File: config.mk
export PLATFORM = sky130hd
export DESIGN_NAME = pwm_timer
export DESIGN_NICKNAME = d
export VERILOG_FILES = /design/src/rtl/pwm_pkg.sv /design/src/rtl/pwm_shadow.sv /design/src/rtl/pwm_counter.sv /design/src/rtl/pwm_compare.sv /design/src/rtl/pwm_timer.sv
export SDC_FILE = /design/constraint.sdc
export NUM_CORES = 1
export LEC_CHECK = 0
export ABC_AREA = 0
export BUFFER_PORTS_ARGS = -buffer_cell sky130_fd_sc_hd__buf_2
export CAP_MARGIN = 25
export CORE_MARGIN = 5
export CORE_UTILIZATION = 38
export CTS_CLUSTER_SIZE = 20
export DETAILED_ROUTE_END_ITERATION = 12
export MAX_ROUTING_LAYER = met4
export PLACE_DENSITY_LB_ADDON = 0.25
export SLEW_MARGIN = 20
export SYNTH_ARGS = -nofsm -noshare
export SYNTH_HDL_FRONTEND = slang
export SYNTH_SLANG_ARGS = --single-unit
export TNS_END_PERCENT = 30
File: constraint.sdc
create_clock -name clk -period 4 [get_ports clk]
set_input_delay 0.8 -clock clk [delete_from_list [all_inputs] [get_ports clk]]
set_output_delay 0.8 -clock clk [all_outputs]
set_load 0.005 [all_outputs]
File: src/rtl/pwm_pkg.sv
package pwm_pkg;

  typedef enum logic [1:0] {
    CNT_UP     = 2'd0,
    CNT_DOWN   = 2'd1,
    CNT_CENTER = 2'd2
  } cnt_mode_e;

  // Flag qualifier encodings for triangle counting
  localparam logic [1:0] CFLAG_UP   = 2'b01;
  localparam logic [1:0] CFLAG_DOWN = 2'b10;

  function automatic cnt_mode_e decode_mode(input logic dir_sel, input logic [1:0] center_sel);
    if (center_sel != 2'b00) return CNT_CENTER;
    else if (dir_sel)        return CNT_DOWN;
    else                     return CNT_UP;
  endfunction

endpackage

File: src/rtl/pwm_shadow.sv
module pwm_shadow #(
  parameter int CNT_W = 16
) (
  input  logic             clk,
  input  logic             rst_n,
  input  logic             load,
  input  logic [CNT_W-1:0] reload_in,
  input  logic [CNT_W-1:0] cmp_in,
  output logic [CNT_W-1:0] reload_q,
  output logic [CNT_W-1:0] cmp_q
);

  logic [CNT_W-1:0] reload_d;
  logic [CNT_W-1:0] cmp_d;

  always_comb begin
    reload_d = reload_q;
    cmp_d    = cmp_q;
    if (load) begin
      reload_d = reload_in;
      cmp_d    = cmp_in;
    end
  end

  always_ff @(posedge clk or negedge rst_n) begin
    if (!rst_n) begin
      reload_q <= '0;
      cmp_q    <= '0;
    end else begin
      reload_q <= reload_d;
      cmp_q    <= cmp_d;
    end
  end

endmodule

File: src/rtl/pwm_counter.sv
module pwm_counter
  import pwm_pkg::*;
#(
  parameter int CNT_W = 16
) (
  input  logic             clk,
  input  logic             rst_n,
  input  logic             en,
  input  cnt_mode_e        mode,
  input  logic [CNT_W-1:0] reload,
  output logic [CNT_W-1:0] cnt_q,
  output logic             dir_q,
  output logic             upd
);

  localparam logic [CNT_W-1:0] ONE = {{(CNT_W-1){1'b0}}, 1'b1};

  logic [CNT_W-1:0] cnt_d;
  logic             dir_d;

  always_comb begin
    cnt_d = cnt_q;
    dir_d = dir_q;
    upd   = 1'b0;
    if (mode != CNT_CENTER) dir_d = 1'b0;
    if (en) begin
      case (mode)
        CNT_UP: begin
          if (cnt_q >= reload) begin
            cnt_d = '0;
            upd   = 1'b1;
          end else begin
            cnt_d = cnt_q + ONE;
          end
        end
        CNT_DOWN: begin
          if (cnt_q == '0) begin
            cnt_d = reload;
            upd   = 1'b1;
          end else begin
            cnt_d = cnt_q - ONE;
          end
        end
        default: begin
          if (!dir_q) begin
            if (cnt_q >= reload) begin
              upd   = 1'b1;
              dir_d = 1'b1;
              cnt_d = (reload == '0) ? '0 : reload - ONE;
            end else begin
              cnt_d = cnt_q + ONE;
            end
          end else begin
            if (cnt_q == '0) begin
              upd   = 1'b1;
              dir_d = 1'b0;
              cnt_d = (reload == '0) ? '0 : ONE;
            end else begin
              cnt_d = cnt_q - ONE;
            end
          end
        end
      endcase
    end
  end

  always_ff @(posedge clk or negedge rst_n) begin
    if (!rst_n) begin
      cnt_q <= '0;
      dir_q <= 1'b0;
    end else begin
      cnt_q <= cnt_d;
      dir_q <= dir_d;
    end
  end

  a_r1_up_step: assert property (@(posedge clk) disable iff (!rst_n)
    (en && mode == CNT_UP && cnt_q < reload) |=> (cnt_q == $past(cnt_q) + ONE));

  a_r2_down_reload: assert property (@(posedge clk) disable iff (!rst_n)
    (en && mode == CNT_DOWN && cnt_q == '0) |=> (cnt_q == $past(reload)));

  a_r3_top_turn: assert property (@(posedge clk) disable iff (!rst_n)
    (en && mode == CNT_CENTER && !dir_q && cnt_q >= reload && reload != '0)
      |=> (dir_q && cnt_q == $past(reload) - ONE));

  a_r3_edge_dir_clear: assert property (@(posedge clk) disable iff (!rst_n)
    (mode != CNT_CENTER) |=> !dir_q);

  a_r9_frozen: assert property (@(posedge clk) disable iff (!rst_n)
    !en |=> $stable(cnt_q));

endmodule

File: src/rtl/pwm_compare.sv
module pwm_compare
  import pwm_pkg::*;
#(
  parameter int CNT_W = 16
) (
  input  logic             clk,
  input  logic             rst_n,
  input  logic             en,
  input  cnt_mode_e        mode,
  input  logic [1:0]       center_sel,
  input  logic             falling,
  input  logic [CNT_W-1:0] cnt,
  input  logic [CNT_W-1:0] cmp,
  output logic             ref_o,
  output logic             flag_o
);

  logic match;
  logic dir_ok;

  always_comb begin
    if (mode == CNT_DOWN) ref_o = (cnt <= cmp);
    else                  ref_o = (cnt < cmp);
  end

  always_comb begin
    match = en && (cnt == cmp);
    if (mode == CNT_CENTER)
      dir_ok = (center_sel[0] && !falling) || (center_sel[1] && falling);
    else
      dir_ok = 1'b1;
    flag_o = match && dir_ok;
  end

  a_r5_no_zero_duty: assert property (@(posedge clk) disable iff (!rst_n)
    (mode == CNT_DOWN && cnt == '0) |-> ref_o);

  a_r4_zero_cmp_low: assert property (@(posedge clk) disable iff (!rst_n)
    (mode != CNT_DOWN && cmp == '0) |-> !ref_o);

  a_r7_rising_only: assert property (@(posedge clk) disable iff (!rst_n)
    (flag_o && mode == CNT_CENTER && center_sel == CFLAG_UP) |-> !falling);

  a_r7_falling_only: assert property (@(posedge clk) disable iff (!rst_n)
    (flag_o && mode == CNT_CENTER && center_sel == CFLAG_DOWN) |-> falling);

endmodule

File: src/rtl/pwm_timer.sv
module pwm_timer
  import pwm_pkg::*;
#(
  parameter int CNT_W = 16
) (
  input  logic             clk,
  input  logic             rst_n,
  input  logic             en,
  input  logic             dir_sel,
  input  logic [1:0]       center_sel,
  input  logic [CNT_W-1:0] reload_in,
  input  logic [CNT_W-1:0] cmp_in,
  output logic             pwm_ref,
  output logic             cmp_flag,
  output logic             upd_pulse,
  output logic [CNT_W-1:0] count,
  output logic             dir_down
);

  cnt_mode_e        mode;
  logic [CNT_W-1:0] reload_q;
  logic [CNT_W-1:0] cmp_q;
  logic [CNT_W-1:0] cnt_q;
  logic             tri_dir;
  logic             upd;
  logic             shadow_load;

  assign mode        = decode_mode(dir_sel, center_sel);
  assign shadow_load = upd || !en;
  assign dir_down    = (mode == CNT_CENTER) ? tri_dir : dir_sel;
  assign count       = cnt_q;
  assign upd_pulse   = upd;

  pwm_shadow #(.CNT_W(CNT_W)) i_shadow (
    .clk       (clk),
    .rst_n     (rst_n),
    .load      (shadow_load),
    .reload_in (reload_in),
    .cmp_in    (cmp_in),
    .reload_q  (reload_q),
    .cmp_q     (cmp_q)
  );

  pwm_counter #(.CNT_W(CNT_W)) i_counter (
    .clk    (clk),
    .rst_n  (rst_n),
    .en     (en),
    .mode   (mode),
    .reload (reload_q),
    .cnt_q  (cnt_q),
    .dir_q  (tri_dir),
    .upd    (upd)
  );

  pwm_compare #(.CNT_W(CNT_W)) i_compare (
    .clk        (clk),
    .rst_n      (rst_n),
    .en         (en),
    .mode       (mode),
    .center_sel (center_sel),
    .falling    (dir_down),
    .cnt        (cnt_q),
    .cmp        (cmp_q),
    .ref_o      (pwm_ref),
    .flag_o     (cmp_flag)
  );

  a_r8_shadow_steady: assert property (@(posedge clk) disable iff (!rst_n)
    (en && !upd) |=> ($stable(reload_q) && $stable(cmp_q)));

  a_r9_no_pulses_idle: assert property (@(posedge clk) disable iff (!rst_n)
    !en |-> (!upd_pulse && !cmp_flag));

endmodule

==> summary.md <==
| Metric | Value |
|---|---|
| Worst-case reg-to-reg path depth | `9` |
| Final #Nets | `599` |
| P_sw | `0.00167 W` |
| Period minus WS final | `3.64 ns` |
| Setup clock skew after layout | `0.00364 ns` |
| Critical path capture point type | `output port` |
| Fmax | `275 MHz` |
| Net Sw Frac | `47.3%` |
| Share of async-settable or async-resettable flops after synthesis | `100%` |
| Max incr delay on CP | `0.63 ns` |
| Violation count after the first detailed-route iteration | `207` |
| Max IR drop VDD | `375 uV` |
| Yosys warns | `0` |
| Synth top area cells | `dfrtp_1 29%, ha_1 11%, mux2_4 10%, nand2_1 3.7%, inv_1 3.5%` |
| Slew @ Worst Pin | `0.646 ns` |
| Syn nets | `539` |
| CP max-delay cell | `or4_1` |
| FP Rows | `38` |
| CTS H-tree lvls | `2` |
| Router iterations before antenna repair | `5` |
| Reg power frac | `29.5%` |
| Cells along the critical path | `inv_1 > ha_1 > and3_1 > o21ai_0 > a311oi_1 > or4_1 > nor2_8 > nor3_1 > buf_2` |
| Worst flop-to-flop path endpoint | `i_counter.cnt_q[11]$_DFFE_PN0P_` |
| Antenna-violating nets left | `0` |
| Vias in the first global route | `3706` |
| Commonest non-fill, non-tap cell in the layout | `buf_2` |
| Setup slack, reg-to-reg | `0.86 ns` |
| Layout cells sized above 1 | `24.0%` |
| Post-synthesis cell count | `464` |
| CTS tree | `done` |
| Die Width | `115 um` |
| Placed instance area | `4630 sq um` |
| Initial antenna violation count | `0` |
| Setup bufs post-CTS | `0` |
| Cell Int Power | `0.00186 W` |
| Synthesized area per cell | `8.96 sq um` |
| Sequential area share after synthesis | `29.5%` |
| Setup violations, final | `0` |
| Max_cap viols | `0` |
| First-pass GRT wire length | `20.0 mm` |
| Synth top area share | `29.5%` |
| CTS sink cnt | `49` |
| Starting Density | `38.5%` |
| Critical path type | `reg2out` |
| Setup crit start kind | `register` |
| RSZ-0062 raised after global routing | `false` |
| Worst hold slack | `0.338 ns` |
| DR WL/cell | `18.9 um` |
| Min-Delay Path Class | `in2async` |
| Yosys cell types | `56` |
| Crit. Startpoint | `i_counter.cnt_q[0]$_DFFE_PN0P_` |
| Post-route cell area | `4770 sq um` |
| IO buf count | `57` |
| Post-DP HPWL | `9.85 mm` |
| Clk slew on worst S/H paths | `0.09 ns` |
| Detailed Route WL | `12.6 mm` |
| WP buf/inv | `2` |
| Final period utilization | `90.9%` |
| TritonCTS Buffers | `5` |
| Total GRT Usage | `20.1%` |
| Count of final hold-check violations | `0` |
| Post-synth EDFFs | `0` |
| Gp weighted congestion | `0.974` |
| Clock Latency Late Sink | `0.31 ns` |
| Die ar. | `13100 sq um` |
| Core ar. | `10800 sq um` |
| # IOs | `58` |
| CTS max path bufs | `2` |
| Family with the most delay on the worst path | `simple AND/OR/NAND/NOR gates` |
| Grt ovf | `0` |
| Most used DFF post-synth | `dfrtp_1` |
| Netlist Area Pre-Place | `4160 sq um` |
| Avg Vias per Cell | `5.58` |
| CP Data Required Time | `3.20 ns` |
| Largest net degree at the start of global routing | `39` |
| Static Leak | `2.25 nW` |
| DR vias | `3713` |
| Status | `completed` |
| Hold Buf Count CTS | `0` |
| Critical R2R Launch | `i_counter.cnt_q[15]$_DFFE_PN0P_` |
| Commonest non-fill, non-tap cells in the layout | `57 x buf_2, 49 x dfrtp_1, 41 x nand2_1` |
| Die H | `115 um` |
| CP max FO | `10` |
| Arrival time of the worst setup path | `2.84 ns` |
| Gate power share | `59.8%` |
| Area leader, netlist | `dfrtp_1` |
| PD cells | `742 nW/um^2` |
| Syn-to-layout area delta | `14.7%` |
| Root buf cell | `clkbuf_8` |
| Flops & latches, synth | `49` |
| Slew Viols, Final | `0` |
| Resized cells post-CTS | `0` |
| TNS Setup | `0 ns` |
| Number of remaining DRC errors | `0` |
| Clk pwr share | `10.7%` |
| Max transition margin | `56.9%` |
| Fillers | `1089` |
| N_diodes | `0` |
cell families (layout without fill, tap and decap cells):
logic type / Yosys count / after routing / synth area share, %
buf+inv: 62 / 123 / 6.29
compound gates: 98 / 98 / 15.9
mux: 35 / 35 / 12.0
fa+ha+maj: 37 / 37 / 11.1
xor+xnor: 26 / 26 / 5.48
flops: 49 / 49 / 29.5
simple gates: 157 / 157 / 19.7
cells in the mapped netlist (6+ instances only):
cell type,number
a21oi_1,29
a221oi_1,6
clkbuf_1,14
dfrtp_1,49
ha_1,37
inv_1,39
mux2_4,29
nand2_1,41
nand3_1,16
nand4_1,9
nor2_1,36
nor3_1,15
nor4_1,6
o211ai_1,6
o21ai_0,13
o22ai_1,7
xnor2_1,14
xor2_1,12
power groups by stage:
stage	sequential [W]	clock [W]	combinational (W)
5_1_grt	0.00109	0.000415	0.00237
3_3_place_gp	0.00105	0	0.00209
3_5_place_dp	0.00105	0	0.00210
4_1_cts	0.00104	0.000400	0.00212
6_report	0.00104	0.000380	0.00212
2_1_floorplan	0.000900	0	0.00158
sequential cells by signal (all words and copies together), names as in the netlist:
signal and flops:
i_shadow.cmp_q 16, i_counter.cnt_q 16, i_counter.dir_q 1, i_shadow.reload_q 16
worst max path at each step:
| stage | endpoint | slack, ns | cells after the start |
|---|---|---|---|
| 5_1_grt | upd_pulse | 0.17 | 9 |
| 4_1_cts | upd_pulse | 0.35 | 8 |
| 3_3_place_gp | upd_pulse | 0.75 | 8 |
| 6_report | upd_pulse | 0.36 | 9 |
| 3_5_place_dp | upd_pulse | 0.71 | 8 |
| 2_1_floorplan | upd_pulse | 1.04 | 10 |
final cells by class:
| type | instances | area (sq um) | area share, % |
|---|---|---|---|
| inverter | 40 | 150 | 3.15 |
| tap | 140 | 175 | 3.67 |
| timing repair buffer | 75 | 433 | 9.07 |
| clock inverter | 1 | 30.0 | 0.629 |
| clock buffer | 7 | 86.3 | 1.81 |
| multi-input combinational | 353 | 2670 | 56.0 |
| sequential | 49 | 1230 | 25.7 |
through the flow:
step	setup WS, ns	total power [W]	instances	util [%]
finish	0.363	0.00354	665	44.2
CTS	0.352	0.00356	664	44.0
floorplan	1.04	0.00248	464	-
global route	0.173	0.00387	665	44.2
detailed placement	0.712	0.00316	656	42.9
global placement	0.747	0.00314	656	42.9
per-layer routing:
metal / track usage (%) / vias up / part of all wire, % / wire (um)
li1: - / 1796 / - / -
met5: - / - / 0 / 0
met2: 31.1 / 112 / 46 / 5760
met3: 2.43 / 28 / 4.3 / 545
met4: 7.13 / 0 / 2.9 / 359
met1: 27.2 / 1777 / 47 / 5900
Note: power is estimated with default switching activity, not from simulation.
